--- config.mk ---
export PLATFORM = sky130hd
export DESIGN_NAME = aud_ser_tx
export DESIGN_NICKNAME = d
export VERILOG_FILES = /design/src/rtl/aud_ser_pkg.sv /design/src/rtl/aud_ser_clk.sv /design/src/rtl/aud_ser_shift.sv /design/src/rtl/aud_ser_tx.sv
export SDC_FILE = /design/constraint.sdc
export NUM_CORES = 1
export LEC_CHECK = 0
export BUFFER_PORTS_ARGS = -buffer_cell sky130_fd_sc_hd__buf_2
export CAP_MARGIN = 20
export CORE_AREA = 2 2 72 74
export DETAILED_ROUTE_END_ITERATION = 7
export DIE_AREA = 0 0 74 76
export HOLD_SLACK_MARGIN = 0.1
export PLACE_DENSITY_LB_ADDON = 0.1
export SYNTH_ARGS = -nofsm -noshare
export SYNTH_HDL_FRONTEND = slang
export SYNTH_HIERARCHICAL = 1
export SYNTH_SLANG_ARGS = --single-unit
--- constraint.sdc ---
create_clock -name clk -period 4.15 [get_ports clk]
set_input_delay 0.83 -clock clk [delete_from_list [all_inputs] [get_ports clk]]
set_output_delay 0.83 -clock clk [all_outputs]
set_load 0.05 [all_outputs]
--- src/rtl/aud_ser_pkg.sv ---
`timescale 1ns/1ps
package aud_ser_pkg;

    typedef enum logic [2:0] {
        FMT_MONO      = 3'd0,
        FMT_MONO_LATE = 3'd1,
        FMT_PCM       = 3'd2,
        FMT_I2S       = 3'd3,
        FMT_TDM       = 3'd4,
        FMT_TDM_LATE  = 3'd5
    } fmt_e;

    localparam int CNT_W     = 3;
    localparam int MAX_SLOTS = 1 << CNT_W;

    // slots per frame for a format code
    function automatic logic [CNT_W:0] slots_of(input logic [2:0] code,
                                                input logic [CNT_W-1:0] nm1);
        case (code)
            FMT_PCM, FMT_I2S:      return (CNT_W+1)'(2);
            FMT_TDM, FMT_TDM_LATE: return {1'b0, nm1} + (CNT_W+1)'(1);
            default:               return (CNT_W+1)'(1);
        endcase
    endfunction

    // formats whose MSB starts one bit after the frame start
    function automatic logic late_msb(input logic [2:0] code);
        return (code == FMT_MONO_LATE) || (code == FMT_I2S) || (code == FMT_TDM_LATE);
    endfunction

endpackage

--- src/rtl/aud_ser_clk.sv ---
`timescale 1ns/1ps
module aud_ser_clk #(
    parameter int HALF_DIV = 2
) (
    input  logic clk,
    input  logic rst_n,
    input  logic master_i,
    input  logic inv_bit_ext_i,
    input  logic inv_frm_ext_i,
    input  logic ext_bclk_i,
    input  logic ext_fclk_i,
    output logic shift_o,
    output logic fstart_o,
    output logic bclk_lvl_o
);

    localparam int DIV_W = $clog2(HALF_DIV + 1);

    typedef struct packed {
        logic [DIV_W-1:0] cnt;
        logic             bclk;
        logic [1:0]       sb;
        logic [1:0]       sf;
        logic             bprev;
        logic             fr;
    } clk_st_t;

    localparam clk_st_t RST = '{cnt: '0, bclk: 1'b0, sb: 2'b00, sf: 2'b00,
                                bprev: 1'b0, fr: 1'b0};

    clk_st_t st_d, st_q;
    logic    b_now, f_now;

    always_comb begin
        st_d     = st_q;
        shift_o  = 1'b0;
        fstart_o = 1'b0;
        b_now    = st_q.sb[1] ^ inv_bit_ext_i;
        f_now    = st_q.sf[1] ^ inv_frm_ext_i;
        st_d.sb    = {st_q.sb[0], ext_bclk_i};
        st_d.sf    = {st_q.sf[0], ext_fclk_i};
        st_d.bprev = b_now;
        if (master_i) begin
            // divider toggles the bit clock every HALF_DIV cycles
            if (st_q.cnt == DIV_W'(HALF_DIV - 1)) begin
                st_d.cnt  = '0;
                st_d.bclk = ~st_q.bclk;
                shift_o   = st_q.bclk;
            end else begin
                st_d.cnt = st_q.cnt + DIV_W'(1);
            end
        end else begin
            // follow synchronized external clocks
            st_d.cnt  = '0;
            st_d.bclk = 1'b0;
            if (st_q.bprev && !b_now) begin
                shift_o = 1'b1;
            end
            if (!st_q.bprev && b_now) begin
                st_d.fr  = f_now;
                fstart_o = st_q.fr && !f_now;
            end
        end
    end

    always_ff @(posedge clk or negedge rst_n) begin
        if (!rst_n) begin
            st_q <= RST;
        end else begin
            st_q <= st_d;
        end
    end

    assign bclk_lvl_o = st_q.bclk;

    // shift events are isolated single-cycle pulses
    a_r5_shift_gap: assert property (@(posedge clk) disable iff (!rst_n)
        shift_o |=> !shift_o);

    // frame start and bit shift never coincide
    a_r7_start_not_shift: assert property (@(posedge clk) disable iff (!rst_n)
        fstart_o |-> !shift_o);

endmodule

--- src/rtl/aud_ser_shift.sv ---
`timescale 1ns/1ps
module aud_ser_shift
    import aud_ser_pkg::*;
#(
    parameter int SAMPLE_W  = 24,
    parameter int SLOT_BITS = 32
) (
    input  logic                clk,
    input  logic                rst_n,
    input  logic                master_i,
    input  logic [2:0]          fmt_code_i,
    input  logic [CNT_W-1:0]    slot_cnt_m1_i,
    input  logic                shift_i,
    input  logic                fstart_i,
    input  logic                smp_valid_i,
    input  logic [SAMPLE_W-1:0] smp_data_i,
    output logic                sdata_o,
    output logic                fclk_raw_o,
    output logic                smp_pop_o,
    output logic                underrun_o
);

    localparam int POS_W  = $clog2(MAX_SLOTS * SLOT_BITS);
    localparam int SLOT_W = $clog2(SLOT_BITS);

    typedef struct packed {
        logic [POS_W-1:0]    pos;
        logic [SAMPLE_W-1:0] sreg;
        logic                sdata;
        logic                fclk;
        logic                locked;
    } sh_st_t;

    localparam sh_st_t RST = '{pos: '1, sreg: '0, sdata: 1'b0, fclk: 1'b1,
                               locked: 1'b0};

    sh_st_t             st_d, st_q;
    logic [CNT_W:0]     slots;
    logic               late;
    logic [POS_W-1:0]   frame_last, half_pos, pos_nx;
    logic [SLOT_W-1:0]  bit_nx, bit_cur;

    always_comb begin
        slots      = slots_of(fmt_code_i, slot_cnt_m1_i);
        late       = late_msb(fmt_code_i);
        frame_last = POS_W'(32'(slots) * SLOT_BITS - 1);
        half_pos   = POS_W'(32'(slots) * (SLOT_BITS / 2));
        pos_nx     = (st_q.pos >= frame_last) ? '0 : st_q.pos + POS_W'(1);
        bit_nx     = pos_nx[SLOT_W-1:0] - SLOT_W'(late);
        bit_cur    = st_q.pos[SLOT_W-1:0] - SLOT_W'(late);

        st_d       = st_q;
        smp_pop_o  = 1'b0;
        underrun_o = 1'b0;
        if (fstart_i) begin
            // lock frame position on the external frame start
            st_d.locked = 1'b1;
            st_d.pos    = '0;
        end else if (shift_i && (st_q.locked || master_i)) begin
            st_d.pos  = pos_nx;
            st_d.fclk = (pos_nx >= half_pos);
            if (bit_nx == '0) begin
                if (smp_valid_i) begin
                    smp_pop_o  = 1'b1;
                    st_d.sdata = smp_data_i[SAMPLE_W-1];
                    st_d.sreg  = smp_data_i << 1;
                end else begin
                    underrun_o = 1'b1;
                    st_d.sdata = 1'b0;
                    st_d.sreg  = '0;
                end
            end else begin
                st_d.sdata = st_q.sreg[SAMPLE_W-1];
                st_d.sreg  = st_q.sreg << 1;
            end
        end
    end

    always_ff @(posedge clk or negedge rst_n) begin
        if (!rst_n) begin
            st_q <= RST;
        end else begin
            st_q <= st_d;
        end
    end

    assign sdata_o    = st_q.sdata;
    assign fclk_raw_o = st_q.fclk;

    // the padding bits of a slot are always zero
    a_r2_tail_zero: assert property (@(posedge clk) disable iff (!rst_n)
        (bit_cur >= SLOT_W'(SAMPLE_W)) |-> !st_q.sdata);

    // a slot load lands on the slot's first data position
    a_r3_load_point: assert property (@(posedge clk) disable iff (!rst_n)
        (smp_pop_o || underrun_o) |=> (st_q.pos[SLOT_W-1:0] == SLOT_W'(late)));

    // the driven frame clock only moves at frame start or mid-frame
    a_r4_fclk_edge: assert property (@(posedge clk) disable iff (!rst_n)
        (master_i && (st_q.fclk != $past(st_q.fclk)))
            |-> (st_q.pos == '0 || st_q.pos == half_pos));

    // serial data changes only after a shift event
    a_r5_sdata_on_shift: assert property (@(posedge clk) disable iff (!rst_n)
        (st_q.sdata != $past(st_q.sdata)) |-> $past(shift_i));

    // a popped sample's MSB appears on the line next
    a_r8_pop_msb: assert property (@(posedge clk) disable iff (!rst_n)
        smp_pop_o |=> (st_q.sdata == $past(smp_data_i[SAMPLE_W-1])));

    // an underrun slot starts with a zero bit
    a_r9_under_zero: assert property (@(posedge clk) disable iff (!rst_n)
        underrun_o |=> !st_q.sdata);

endmodule

--- src/rtl/aud_ser_tx.sv ---
`timescale 1ns/1ps
module aud_ser_tx
    import aud_ser_pkg::*;
#(
    parameter int HALF_DIV  = 2,
    parameter int SAMPLE_W  = 24,
    parameter int SLOT_BITS = 32
) (
    input  logic                clk,
    input  logic                rst_n,
    input  logic [2:0]          fmt_code_i,
    input  logic [2:0]          slot_cnt_m1_i,
    input  logic                master_i,
    input  logic [3:0]          clk_inv_i,
    input  logic                ext_bclk_i,
    input  logic                ext_fclk_i,
    input  logic                smp_valid_i,
    input  logic [SAMPLE_W-1:0] smp_data_i,
    output logic                smp_pop_o,
    output logic                underrun_o,
    output logic                sdata_o,
    output logic                bclk_o,
    output logic                fclk_o
);

    logic shift, fstart, bclk_lvl, fclk_raw;

    aud_ser_clk #(.HALF_DIV(HALF_DIV)) u_clk (
        .clk           (clk),
        .rst_n         (rst_n),
        .master_i      (master_i),
        .inv_bit_ext_i (clk_inv_i[0]),
        .inv_frm_ext_i (clk_inv_i[1]),
        .ext_bclk_i    (ext_bclk_i),
        .ext_fclk_i    (ext_fclk_i),
        .shift_o       (shift),
        .fstart_o      (fstart),
        .bclk_lvl_o    (bclk_lvl)
    );

    aud_ser_shift #(.SAMPLE_W(SAMPLE_W), .SLOT_BITS(SLOT_BITS)) u_shift (
        .clk           (clk),
        .rst_n         (rst_n),
        .master_i      (master_i),
        .fmt_code_i    (fmt_code_i),
        .slot_cnt_m1_i (slot_cnt_m1_i),
        .shift_i       (shift),
        .fstart_i      (fstart),
        .smp_valid_i   (smp_valid_i),
        .smp_data_i    (smp_data_i),
        .sdata_o       (sdata_o),
        .fclk_raw_o    (fclk_raw),
        .smp_pop_o     (smp_pop_o),
        .underrun_o    (underrun_o)
    );

    // driven clocks with master inversion, quiet when following
    assign bclk_o = master_i & (bclk_lvl ^ clk_inv_i[2]);
    assign fclk_o = master_i & (fclk_raw ^ clk_inv_i[3]);

endmodule

==> run summary <==
CP dominant cell by count - ha_4
Post-DRT Antenna Nets - 0
sequential power share - 44.1%
Starting DRT DRC Count - 122
GP Congestion - 0.791
crit path DAT - 3.43 ns
outcome - complete, but fails checks
FF-to-FF path depth - 13
top cell type's share of synthesized area - 36.1%
leading cell type in the layout, fill and taps excluded - buf_2
Hold Crit Class - reg2reg
area post-placement - 2780 sq um
Hold Startpoint - u_clk/st_d[3]$_DFF_PN0_
Final Util - 60.7%
Chip Width - 74 um
RR Endpoint - u_shift/st_q[5]$_DFFE_PN0P_
most frequent cells in the layout - buf_2, dfrtp_1, and2_1
Max Clk Rate - 235 MHz
Pleak - 0.00140 uW
largest area contributor in the netlist - dfrtp_1
clock share of power - 17.4%
Fin. Hold Viols - 0
Worst IR Drop VDD - 0.363 mV
Cells after Synth - 216
Synth cell types - 43
H-tree levels - 2
GRT Util Overall - 18.1%
clk sinks - 43
switching share of power - 32.9%
Final min period - 4.26 ns
Slew Limit Fails - 0
RSZ-0062 raised after global routing - true
Post-synth EDFFs - 0
flops & latches, synth - 43
Std-Cell Core Area - 4910 sq um
detailed placement HPWL - 3420 um
Vias - 1809
Final #Nets - 324
worst-skew pair later-pin latency - 0.29 ns
Post-Route Skew - 0.00521 ns
Seq/Total Area, Yosys - 46.1%
layout cells sized above 1 - 37.6%
worst-path cell chain - buf_6 -> ha_4 -> a21oi_4 -> ha_4 -> xor2_1 -> ha_1 -> and3_4 -> nand3_2 -> and2_4 -> nand2_4 -> ha_4 -> inv_2 -> a211o_1 -> a21oi_4 -> o2111a_4 -> buf_8
number of max-cap violations - 0
Max stage delay on crit path - 0.34 ns
Psw - 468 uW
remaining global-route overflow - 0
pre-CTS WS - -0.278 ns
Avg Inst Size Synth - 10.9 sq um
Critical Path Sink - smp_pop_o
asr flop ratio synth - 100%
port bufs - 44
Pint - 955 uW
Starting Density - 48.0%
Top FF cell, synth - dfrtp_1
Worst slew margin - 36.9%
failing checks - negative setup slack
Syn Nets - 267
Final setup viols - 2
IO Pins - 45
worst reg2reg startpoint - u_shift/st_q[27]$_DFFE_PN1P_
CP Capture Type - output port
Synthesis Warnings - 6
crit path from - slot_cnt_m1_i[0]
pin count of the biggest net entering global routing - 44
global-route wire length before repair - 8030 um
wire length per cell - 13.7 um
Clock Path Buffers - 2
std cell rows - 26
Final Total Pwr - 1420 uW
Hold WS - 0.355 ns
Setup WS post-layout - -0.106 ns
Pwr per Cell Area - 477 nW/um^2
first-pass iteration count of the detailed router - 4
n_diodes - 0
kind of critical path - in2out
Num CTS Buffers - 5
Reg2Reg Setup Slack - 0.69 ns
crit start category - input port
TritonCTS clock tree - built
Area Overhead vs Synth - 26.4%
Worst-Margin Slew - 0.946 ns
total die area - 5620 sq um
Syn Std Cell Area - 2360 sq um
drc violations - 0
clock root buffer - clkbuf_8
combinational power share - 38.5%
overall routed net length - 4700 um
crit-path max FO - 3
vias per cell - 5.26
Worst path slowest cell - ha_1
Critical Path RT - 3.32 ns
vias in the first global route - 1791
Final period util - 103%
Finished Cell Area - 2980 sq um
chip height - 76 um
top area cells in the synthesized netlist - dfrtp_1, dfstp_2, a221o_1
clk slew on worst S/H paths - 0.08 ns
initial antenna violation count - 0
per-layer routing:
metal,vias up,global-route usage (%),part of all wire [%]
met4,0,4.36,0.85
li1,913,-,-
met5,-,0,0
met3,5,4.10,4.3
met1,860,24.7,48
met2,31,28.9,47
timing repair:
item,CTS,global route
hold buffers,0,0
buffers inserted,5,1
pin swaps,11,5
gates resized for setup,18,1
setup endpoints to repair,2,2
gates cloned,0,0
synth_stat cells, types with 2 or more instances:
master and instances:
a21o_1 4, a21oi_1 3, a221o_1 23, a22o_1 3
a31oi_1 2, and2_1 29, and3_1 4, buf_2 2
buf_4 4, buf_6 2, clkbuf_1 3, dfrtp_1 34
dfstp_2 9, ha_1 11, inv_1 5, nand2_1 11
nand2b_1 4, nand3_1 5, nor2_1 6, nor2b_1 5
nor3_1 4, o21ai_0 10, or2_2 2, xnor2_1 6
xor2_1 7
critical path, delay by kind of cell:
kind | cells | cell delay, ns
adders and majority gates | 4 | 0.89
AOI/OAI and AO/OA | 4 | 0.76
and+or+nand+nor | 4 | 0.49
buffers and inverters | 3 | 0.28
xor gates and xnor gates | 1 | 0.16
registers in the layout, indices dropped and copies added, names as in the netlist:
| name | count |
|---|---|
| u_shift/st_q | 32 |
| u_clk/st_d | 2 |
| u_shift/fclk_raw_o | 1 |
| u_clk/bclk_lvl_o | 1 |
| u_shift/sdata_o | 1 |
| u_clk/st_q | 6 |
how the worst min path moves through the flow:
stage / endpoint / cells after the start
6_report: u_clk/st_q[3]$_DFF_PN0_ / 0
5_1_grt: u_clk/st_q[3]$_DFF_PN0_ / 0
4_1_cts: u_clk/st_q[5]$_DFF_PN0_ / 0
3_5_place_dp: u_clk/st_q[3]$_DFF_PN0_ / 0
3_3_place_gp: u_clk/st_q[5]$_DFF_PN0_ / 0
2_1_floorplan: u_clk/st_q[3]$_DFF_PN0_ / 0
power by group through the flow:
stage               Sequential [uW]  Combinational (uW)  Clock, uW
floorplan                       621                 396          0
global placement                632                 515          0
detailed placement              634                 523          0
CTS                             627                 553        260
global route                    644                 607        281
finish                          627                 548        248
per-stage QoR:
stage	TNS (ns)	instances
floorplan	-0.0983	216
global placement	-0.532	330
detailed placement	-1.90	330
CTS	-0.270	343
global route	-0.449	344
finish	-0.195	344
kinds of logic (layout without fill, tap and decap cells):
family | after synthesis | after routing | share of synthesized area [%]
AOI/OAI and AO/OA | 57 | 57 | 20.9
DFF | 43 | 43 | 46.1
buffers and inverters | 16 | 74 | 3.93
and+or+nand+nor | 75 | 75 | 18.0
adders and majority gates | 11 | 11 | 5.84
muxes | 1 | 1 | 0.424
xor gates and xnor gates | 13 | 13 | 4.83
area by class of cell:
cell class,count,area [sq um]
Multi-Input combinational cell,157,1310
Timing Repair Buffer,61,393
Fill cell,414,1930
Sequential cell,43,1090
Tap cell,70,87.6
Clock buffer,6,72.6
Inverter,5,18.8
Clock inverter,2,12.5
(Power assumes the default switching activity.)
